<file path="config.mk">
export PLATFORM = sky130hd
export DESIGN_NAME = dual_ratio_divider
export DESIGN_NICKNAME = d
export VERILOG_FILES = /design/src/rtl/dual_ratio_divider.sv
export SDC_FILE = /design/constraint.sdc
export NUM_CORES = 1
export LEC_CHECK = 0
export BUFFER_PORTS_ARGS = -buffer_cell sky130_fd_sc_hd__buf_2
export CAP_MARGIN = 20
export CORE_UTILIZATION = 55
export CTS_BUF_LIST = sky130_fd_sc_hd__clkbuf_8 sky130_fd_sc_hd__clkbuf_16
export DETAILED_ROUTE_END_ITERATION = 12
export PLACE_DENSITY = 0.8
export SLEW_MARGIN = 20
export SYNTH_ARGS = -nofsm -noshare
export SYNTH_HDL_FRONTEND = slang
export SYNTH_SLANG_ARGS = --single-unit
</file>
<file path="constraint.sdc">
create_clock -name clk -period 2.7 [get_ports clk]
set_input_delay 0.81 -clock clk [delete_from_list [all_inputs] [get_ports clk]]
set_output_delay 0.81 -clock clk [all_outputs]
set_load 0.05 [all_outputs]
</file>
<file path="src/rtl/dual_ratio_divider.sv">
module dual_ratio_divider #(
  parameter int FB_W   = 17,
  parameter int FB_MIN = 512,
  parameter int REF_W  = 11,
  parameter int REF_MIN = 8
) (
  input  logic             clk,
  input  logic             rst_n,
  input  logic             pwr_pin,
  input  logic             pwr_bit,
  input  logic             fb_en,
  input  logic             ref_en,
  input  logic [FB_W-1:0]  fb_ratio,
  input  logic [REF_W-1:0] ref_ratio,
  output logic             fb_pulse,
  output logic             ref_pulse,
  output logic             running
);
  // the field widths bound the upper ratio limits
  localparam logic [FB_W-1:0]  FB_LO  = FB_W'(FB_MIN);
  localparam logic [REF_W-1:0] REF_LO = REF_W'(REF_MIN);

  logic [FB_W-1:0]  fb_req, fb_cnt;
  logic [REF_W-1:0] ref_req, ref_cnt;

  assign running = pwr_pin & pwr_bit;
  assign fb_req  = (fb_ratio  < FB_LO)  ? FB_LO  : fb_ratio;
  assign ref_req = (ref_ratio < REF_LO) ? REF_LO : ref_ratio;

  // counters hold remaining enabled edges minus one; the ratio is sampled only on reload
  always_ff @(posedge clk or negedge rst_n) begin
    if (!rst_n) begin
      fb_cnt   <= FB_LO - 1'b1;
      fb_pulse <= 1'b0;
    end else if (!running) begin
      fb_cnt   <= fb_req - 1'b1;
      fb_pulse <= 1'b0;
    end else begin
      fb_pulse <= fb_en && (fb_cnt == '0);
      if (fb_en)
        fb_cnt <= (fb_cnt == '0) ? fb_req - 1'b1 : fb_cnt - 1'b1;
    end
  end

  always_ff @(posedge clk or negedge rst_n) begin
    if (!rst_n) begin
      ref_cnt   <= REF_LO - 1'b1;
      ref_pulse <= 1'b0;
    end else if (!running) begin
      ref_cnt   <= ref_req - 1'b1;
      ref_pulse <= 1'b0;
    end else begin
      ref_pulse <= ref_en && (ref_cnt == '0);
      if (ref_en)
        ref_cnt <= (ref_cnt == '0) ? ref_req - 1'b1 : ref_cnt - 1'b1;
    end
  end
endmodule

</file>
==> After elaboration in Yosys (flattened, before gate mapping) <==
Cells that the tools add are included.
{ "totals": {"in_bits": 34, "reg_bits": 30, "out_inout_bits": 3, "wordCells": 27} }
{ "op_classes": {"bitwise": 1, "mux": 10, "n_addsub": 4, "order_cmp": 2, "eq_ne": 2, "n_reduce_logical": 4} }
{ "op_table": {"columns": ["operator", "count"], "rows": [
  ["17-bit 2-to-1 mux", 4],
  ["11-bit 2-to-1 mux", 4],
  ["17-bit by 1-bit subtractor with 17-bit output (second input constant)", 2],
  ["11-bit by 1-bit subtractor with 11-bit output (second input constant)", 2],
  ["17-bit logical NOT", 1],
  ["17-bit by 10-bit < comparator with 1-bit output (second input constant)", 1],
  ["11-bit logical NOT", 1],
  ["11-bit by 4-bit < comparator with 1-bit output (second input constant)", 1],
  ["2-bit inequality test (second input constant)", 2],
  ["1-bit logical AND", 2],
  ["1-bit 2-to-1 mux", 2],
  ["1-bit AND", 1]
]} }

==> Longest topological paths before layout <==
Gate-level depths: netlist (run 1).
{ "logic_depth": {"word_depth": 6, "mapped_depth": 10, "depth_no_buf": 9} }

==> Least setup slack after synthesis (run 1) <==
OpenSTA, ideal clock, no wires.
{ "synth_path": {"kind": "input port to flip-flop", "start": "input fb_ratio[13]", "end": "register fb_cnt[16]", "stages": 10, "t_arrival_ns": 3.551, "n_path_buf": 1, "setup_slack_ns": -0.990, "cell_sequence": "or4_4 -> nand2b_1 -> clkbuf_1 -> nand2_1 -> ha_1 -> or3b_1 -> or4_1 -> or4_1 -> nor3_1 -> o21ai_0"} }
{ "synth_via": {"elab_chain_cells": 6} }
{ "synth_lines": {"columns": ["element", "line_no", "text"], "rows": [
  ["start, declared", "13", "input logic [FB_W-1:0] fb_ratio,"],
  ["17-bit by 10-bit < comparator with 1-bit output", "27", "assign fb_req = (fb_ratio < FB_LO) ? FB_LO : fb_ratio;"],
  ["17-bit 2-to-1 mux (*)", "27", null],
  ["17-bit by 1-bit subtractor with 17-bit output (*)", "36, 41", null],
  ["17-bit 2-to-1 mux", "41", "fb_cnt <= (fb_cnt == '0) ? fb_req - 1'b1 : fb_cnt - 1'b1;"],
  ["17-bit 2-to-1 mux", "40", "if (fb_en)"],
  ["17-bit 2-to-1 mux (*)", "35", "end else if (!running) begin"],
  ["end signal, assigned", "33", "fb_cnt <= FB_LO - 1'b1;"],
  ["end signal, assigned", "36", "fb_cnt <= fb_req - 1'b1;"],
  ["end signal, assigned", "41", null],
  ["end, declared", "23", "logic [FB_W-1:0] fb_req, fb_cnt;"]
]} }
Every way passes the cells marked *; elsewhere a longest branch is shown, timed or not. The select of a mux whose other input is x is not followed.
A chain may end at the register's enable or synchronous reset.

==> Final worst setup path (run 1) <==
{ "layout_path": {"start": "input fb_ratio[13]", "end": "register fb_cnt[14]"} }
Same word-level chain as after synthesis.

==> impl_metrics.py, run 1 <==
metrics = {
    "outcome": {
        "status": "finished with violations",
        "failed_checks": "negative setup slack",
    },
    "sta": {
        "fin_ws_ps": -435,
        "period_needed_ps": 3140,
        "rsz0062_at_grt": "true",
        "maxSlewHeadroom_pct": 50.4,
        "finClkSkew_ps": 2.77,
        "worst_pin_slew_ps": 742,
        "finalSetupViolCount": 4,
        "fin_crit_sh_pct": 116,
        "report.final.slew_viol_count": 0,
        "whs_ps": 482,
        "hold_viol_final": 0,
        "fmax_mhz": 319,
    },
    "clock_tree": {
        "cts_sinks": 30,
        "cts_made_buffers": 5,
        "cts_tree": "yes",
        "cts_max_level": 2,
        "cts_max_path_buffers": 2,
        "clk_latency_ps": 290,
        "clockRootBuffer": "clkbuf_8",
        "holdBufCountCts": 0,
        "clk_pin_slew_ps": 70,
    },
    "critical_path": {
        "cp_max_fo": 3,
        "worstPathArrival_ps": 3310,
        "required_ps": 2880,
        "critPathCaptureType": "flop",
        "critical_path_class": "input port to flop",
        "startpoint_type": "input port",
    },
    "synth": {
        "synth_cells": 290,
        "yosysSeqAreaShare_pct": 32.2,
        "synth_cell_types": 65,
        "ys_ff_latch": 30,
        "synth.area.top_cells": "dfrtp_1 (19%), dfstp_2 (13%), nand2_1 (4.6%)",
        "synth_top_area_share_pct": 18.9,
        "async_flop_share_pct": 100,
        "synth-edff-count": 0,
        "syn_area_sq_mm": 0.00238,
        "ys.flop_type": "dfrtp_1",
        "avgSynthCellArea_sq_um": 8.21,
        "synth.largest_area_cell": "dfrtp_1",
        "synth_warnings": 0,
        "syn_nets": 328,
    },
    "pwr": {
        "finalPower_mw": 1.34,
        "p_leak_nw": 1.31,
        "peakVddDrop_mv": 0.337,
        "cellPowerDensity_mw_per_mm2": 426,
    },
    "drt": {
        "wl_um": 7600,
        "drt_pass1_iterations": 6,
        "wl_per_cell_um": 18.0,
        "viasPerCell": 6.56,
        "dr_total_vias": 2775,
        "final_antenna_net_count": 0,
        "first_iter_violations": 333,
        "drc": 0,
    },
    "floorplan": {
        "start_util_pct": 58.2,
        "die-area_sq_mm": 0.00459,
        "die_y_um": 67.8,
        "top_level_ports": 37,
        "rows": 23,
        "core_area_sq_mm": 0.00409,
        "die_w_um": 67.8,
    },
    "final_layout": {
        "fin_cells": 423,
        "diodes": 0,
        "nets": 410,
        "drive_gt1_share_pct": 35.4,
        "final_area_sq_mm": 0.00315,
        "syn_to_final_growth_pct": 32.2,
    },
    "global_routing": {
        "grt_overflow": 0,
        "grt_max_degree": 31,
        "grt_pass1_wl_um": 11800,
        "antenna_found_initial": 0,
        "grt_pass1_vias": 2555,
        "grt_use_total_pct": 34.9,
    },
    "place": {
        "port_buffers": 36,
        "dp.cells": 413,
        "post-place-ws_ps": -763,
        "gp_congestion": 0.957,
        "post-dp-hpwl_um": 5450,
        "placedInstanceArea_sq_mm": 0.00296,
    },
    "job": {
        "drv_cap": 0,
    },
    "min_path": {
        "worstHoldPathType": "flop to flop",
    },
}
metrics by stage:
stage	utilization (%)	setup TNS, ps
after detailed placement	72.5	-3850
after global routing	77.0	-1890
after global placement	72.5	-3370
after CTS	76.1	-1560
final	77.0	-1590
after floorplan	-	-2720
final cells by class:
class	instances	area, sq um
Inverter	7	26.3
Sequential cell	30	766
Clock buffer	8	110
Tap cell	50	62.6
Timing Repair Buffer	84	547
Fill cell	307	941
Multi-Input combinational cell	244	1630
kinds of logic (layout without fill, tap and decap cells):
kind of cell	Yosys count	in the layout	synth area share, %
XOR/XNOR	10	10	3.68
multiplexers	5	5	2.10
buffers and inverters	16	99	3.31
adder cells (fa/ha/maj)	4	4	2.10
flip-flops	30	30	32.2
AO/OA/AOI/OAI	89	89	25.8
AND/OR/NAND/NOR	136	136	30.8
worst max-delay path: stages:
cell and delay [ps]:
buf_6 90, or4_4 530, nand2b_4 190, nand2_4 90, ha_4 130, or3b_1 360, or4_4 440, or4_4 440
xor2_1 160, o21ai_1 70
cells in the final DEF (no fill, tap or decap), types with 3 or more instances in the layout:
| master | n |
|---|---|
| a21o_1 | 4 |
| a21oi_1 | 19 |
| a31o_2 | 3 |
| a31oi_1 | 3 |
| buf_2 | 35 |
| buf_4 | 48 |
| clkbuf_8 | 8 |
| dfrtp_1 | 18 |
| dfstp_2 | 12 |
| inv_1 | 7 |
| mux2i_1 | 5 |
| nand2_1 | 27 |
| nand2b_1 | 3 |
| nand3_1 | 16 |
| nand4_1 | 4 |
| nor2_1 | 21 |
| nor3_1 | 12 |
| nor4_1 | 12 |
| o211ai_1 | 4 |
| o21a_1 | 3 |
| o21ai_0 | 14 |
| o21ai_1 | 4 |
| o22ai_1 | 3 |
| o311ai_0 | 6 |
| o31ai_1 | 3 |
| or3_1 | 7 |
| or4_1 | 5 |
| or4_4 | 4 |
| xnor2_1 | 5 |
| xor2_1 | 5 |
synthesized netlist by cell type (all sizes together) (4+ instances only):
library cell,n
nor3,14
nor2,21
nand2,29
xor2,5
xnor2,5
nand4,4
nor4,15
or4,9
clkbuf,6
a21oi,19
inv,7
nand2b,4
mux2i,5
o211ai,4
ha,4
or3,7
dfstp,12
dfrtp,18
o311ai,6
o31ai,5
nand3,16
o21ai,18
a21o,4
routing by layer:
| layer | GRT usage (%) | vias to the layer above | part of all wire [%] |
|---|---|---|---|
| met1 | 44.9 | 1308 | 43 |
| li1 | - | 1300 | - |
| met5 | 0 | - | 0 |
| met2 | 56.3 | 144 | 47 |
| met3 | 9.12 | 23 | 8.4 |
| met4 | 11.5 | 0 | 2.0 |
sequential cells by signal, summed over array words and instances, names as in the netlist:
register / count
ref_cnt: 11
ref_pulse: 1
fb_pulse: 1
fb_cnt: 17
path summary, 6_finish.rpt:
check	slack (ps)	to	depth (start not counted)	from
worst min register to register	480	ref_pulse$_DFF_PN0_	1	ref_cnt[10]$_DFFE_PN0P_
worst max register to register	390	fb_cnt[5]$_DFFE_PN1P_	5	fb_cnt[9]$_DFFE_PN0P_
min in group asynchronous	560	ref_cnt[9]$_DFFE_PN0P_	1	rst_n
worst min-delay path	480	ref_pulse$_DFF_PN0_	1	ref_cnt[10]$_DFFE_PN0P_
max in group asynchronous	1690	ref_cnt[3]$_DFFE_PN0P_	1	rst_n
worst max-delay path	-440	fb_cnt[14]$_DFFE_PN0P_	10	fb_ratio[13]
timing repair:
action                                  CTS  global route
resized for setup                         6             6
pin swaps                                 1             0
cloned                                    0             0
buffers inserted                          2             0
endpoints found under the setup margin    4             7
report_power, final:
part | switching, mW | leakage, nW | internal (mW)
clock network | 0.175 | 0.0575 | 0.257
logic | 0.185 | 0.905 | 0.148
registers | 0.0579 | 0.342 | 0.516
total | 0.418 | 1.31 | 0.921
(Power assumes the default switching activity.)
==> run 2: changes to the inputs <==
--- a/config.mk
+++ b/config.mk
@@ -11,6 +11,7 @@
 export CTS_BUF_LIST = sky130_fd_sc_hd__clkbuf_8 sky130_fd_sc_hd__clkbuf_16
 export DETAILED_ROUTE_END_ITERATION = 12
 export PLACE_DENSITY = 0.8
+export SKIP_CTS_REPAIR_TIMING = 1
 export SLEW_MARGIN = 20
 export SYNTH_ARGS = -nofsm -noshare
 export SYNTH_HDL_FRONTEND = slang
==> run 2 against run 1 <==
Against the previous run:
- the flow still finishes with violations (negative setup slack)
- flip-flop and latch count did not move
- register-to-register slack barely moved
- final area is 0.24% higher
- combinational power is essentially flat
- critical path type unchanged
- clock-buffer cell count unchanged
- utilization increased by 0.18 points
- wire length decreased by 0.13%
- non-clock buffer count is 1 lower
- largest power group unchanged
- setup slack got worse by 16 ps
- clock power up 0.9%
- total power up 0.28%
==> impl_metrics.py, run 2 (same netlist as run 1, synthesis figures left out) <==
metrics = {
    "critical_path": {
        "cpLargestDelayFamily": "simple AND/OR/NAND/NOR gates",
        "worstPathArrival_ps": 3330,
        "rr_worst_depth": 5,
        "path_buf_inv": 1,
        "r2r_start": "fb_cnt[9]$_DFFE_PN0P_",
        "cp_common_cell": "or4_4",
        "reg2reg_to": "fb_cnt[5]$_DFFE_PN1P_",
        "slowest_delay_ps": 540,
        "startpoint_type": "input port",
        "critical_path_class": "input port to flop",
        "reg2reg_slack_ps": 380,
        "required_ps": 2880,
        "cp_max_fo": 3,
        "cpMaxStageDelayCell": "or4_4",
        "crit_chain": "buf_6, or4_4, nand2b_4, nand2_4, ha_4, or3b_4, or4_4, or4_4, xor2_1, o21ai_1",
        "critPathCaptureType": "flop",
    },
    "drt": {
        "drt_pass1_iterations": 5,
        "wl_um": 7590,
        "wl_per_cell_um": 18.0,
        "dr_total_vias": 2773,
        "first_iter_violations": 355,
        "viasPerCell": 6.57,
        "final_antenna_net_count": 0,
        "drc": 0,
    },
    "clock_tree": {
        "clk_latency_ps": 290,
        "clk_pin_slew_ps": 70,
        "cts_made_buffers": 5,
        "clockRootBuffer": "clkbuf_8",
        "cts_max_path_buffers": 2,
        "cts_max_level": 2,
        "cts_sinks": 30,
        "cts_tree": "yes",
    },
    "min_path": {
        "hold_start": "ref_cnt[10]$_DFFE_PN0P_",
        "worstHoldPathType": "flop to flop",
        "whs_endpoint": "ref_pulse$_DFF_PN0_",
        "whs_path_depth": 1,
    },
    "place": {
        "dp.cells": 413,
        "port_buffers": 36,
        "gp_congestion": 0.957,
        "post-dp-hpwl_um": 5450,
        "placedInstanceArea_sq_mm": 0.00296,
    },
    "global_routing": {
        "antenna_found_initial": 0,
        "grt_pass1_wl_um": 11700,
        "grt_overflow": 0,
        "grt_max_degree": 31,
        "grt_pass1_vias": 2514,
        "grt_use_total_pct": 34.6,
    },
    "final_layout": {
        "fin_util_pct": 77.2,
        "layout_commonest_cell": "buf_4",
        "syn_to_final_growth_pct": 32.5,
        "mostFrequentLayoutCells": "buf_4 (46), buf_2 (35), nand2_1 (27), nor2_1 (21), a21oi_1 (19)",
        "nets": 409,
        "reg_top3": "fb_cnt (17), ref_cnt (11)",
        "largest_register_ffs": 17,
        "top_register": "fb_cnt",
        "fillers": 300,
        "diodes": 0,
        "final_area_sq_mm": 0.00315,
        "fin_cells": 422,
        "drive_gt1_share_pct": 35.5,
    },
    "pwr": {
        "p_leak_nw": 1.31,
        "finalPower_mw": 1.34,
        "peakVddDrop_mv": 0.338,
        "cellPowerDensity_mw_per_mm2": 426,
    },
    "floorplan": {
        "rows": 23,
        "start_util_pct": 58.2,
        "core_area_sq_mm": 0.00409,
        "top_level_ports": 37,
        "die-area_sq_mm": 0.00459,
        "die_y_um": 67.8,
        "die_w_um": 67.8,
    },
    "sta": {
        "rsz0062_at_grt": "true",
        "fin_crit_sh_pct": 117,
        "period_needed_ps": 3150,
        "fin_ws_ps": -451,
        "report.final.slew_viol_count": 0,
        "finClkSkew_ps": 3.56,
        "finalSetupViolCount": 4,
        "worst_pin_slew_ps": 711,
        "hold_viol_final": 0,
        "fmax_mhz": 317,
        "maxSlewHeadroom_pct": 52.4,
    },
    "outcome": {
        "status": "finished with violations",
        "failed_checks": "negative setup slack",
    },
    "job": {
        "drv_cap": 0,
    },
}
-- run 2: cell types whose count changed in the layout (fill, tap and decap cells not counted) --
cell,change
o31ai_4,+1
or3b_4,+1
buf_6,+1
o31ai_2,-1
buf_4,-2
or3b_1,-1
-- run 2: worst max path at each step --
stage,from,end,cells past startpoint,slack (ps)
2_1_floorplan,fb_ratio[13],fb_cnt[14]$_DFFE_PN0P_,10,-780
3_3_place_gp,fb_ratio[13],fb_cnt[16]$_DFFE_PN0P_,10,-680
3_5_place_dp,fb_ratio[13],fb_cnt[16]$_DFFE_PN0P_,10,-760
4_1_cts,fb_ratio[13],fb_cnt[16]$_DFFE_PN0P_,10,-470
5_1_grt,fb_ratio[13],fb_cnt[14]$_DFFE_PN0P_,10,-500
6_report,fb_ratio[13],fb_cnt[14]$_DFFE_PN0P_,10,-450
-- run 2: cell type report --
type	instances	area, sq um	area share [%]
Timing Repair Buffer	83	543	17.2
Clock buffer	8	110	3.49
Tap cell	50	62.6	1.98
Sequential cell	30	766	24.3
Inverter	7	26.3	0.833
Multi-Input combinational cell	244	1650	52.2
-- run 2: report_power, final --
part	leakage [nW]	internal [mW]	switching [mW]
Clock	0.0575	0.257	0.179
Sequential	0.342	0.515	0.0575
Combinational	0.907	0.148	0.185
-- run 2: worst register-to-register path, stage by stage, from the launching register on --
cell,delay [ps]
dfrtp_1,420
nor4_1,620
and3_2,370
a21o_1,350
o22ai_1,140
a211oi_1,310
-- run 2: per-layer routing --
layer / track usage (%) / routed length (um)
met1: 44.7 / 3140
met2: 55.9 / 3570
met3: 9.12 / 745
met4: 10.7 / 132
met5: 0 / 0
-- run 2: metrics by stage --
step                setup WS (ps)  setup TNS [ps]  hold WS, ps
floorplan                    -778           -2720          433
global placement             -684           -3370          453
detailed placement           -763           -3850          475
CTS                          -468           -1780          482
global route                 -503           -1880          505
finish                       -451           -1670          476
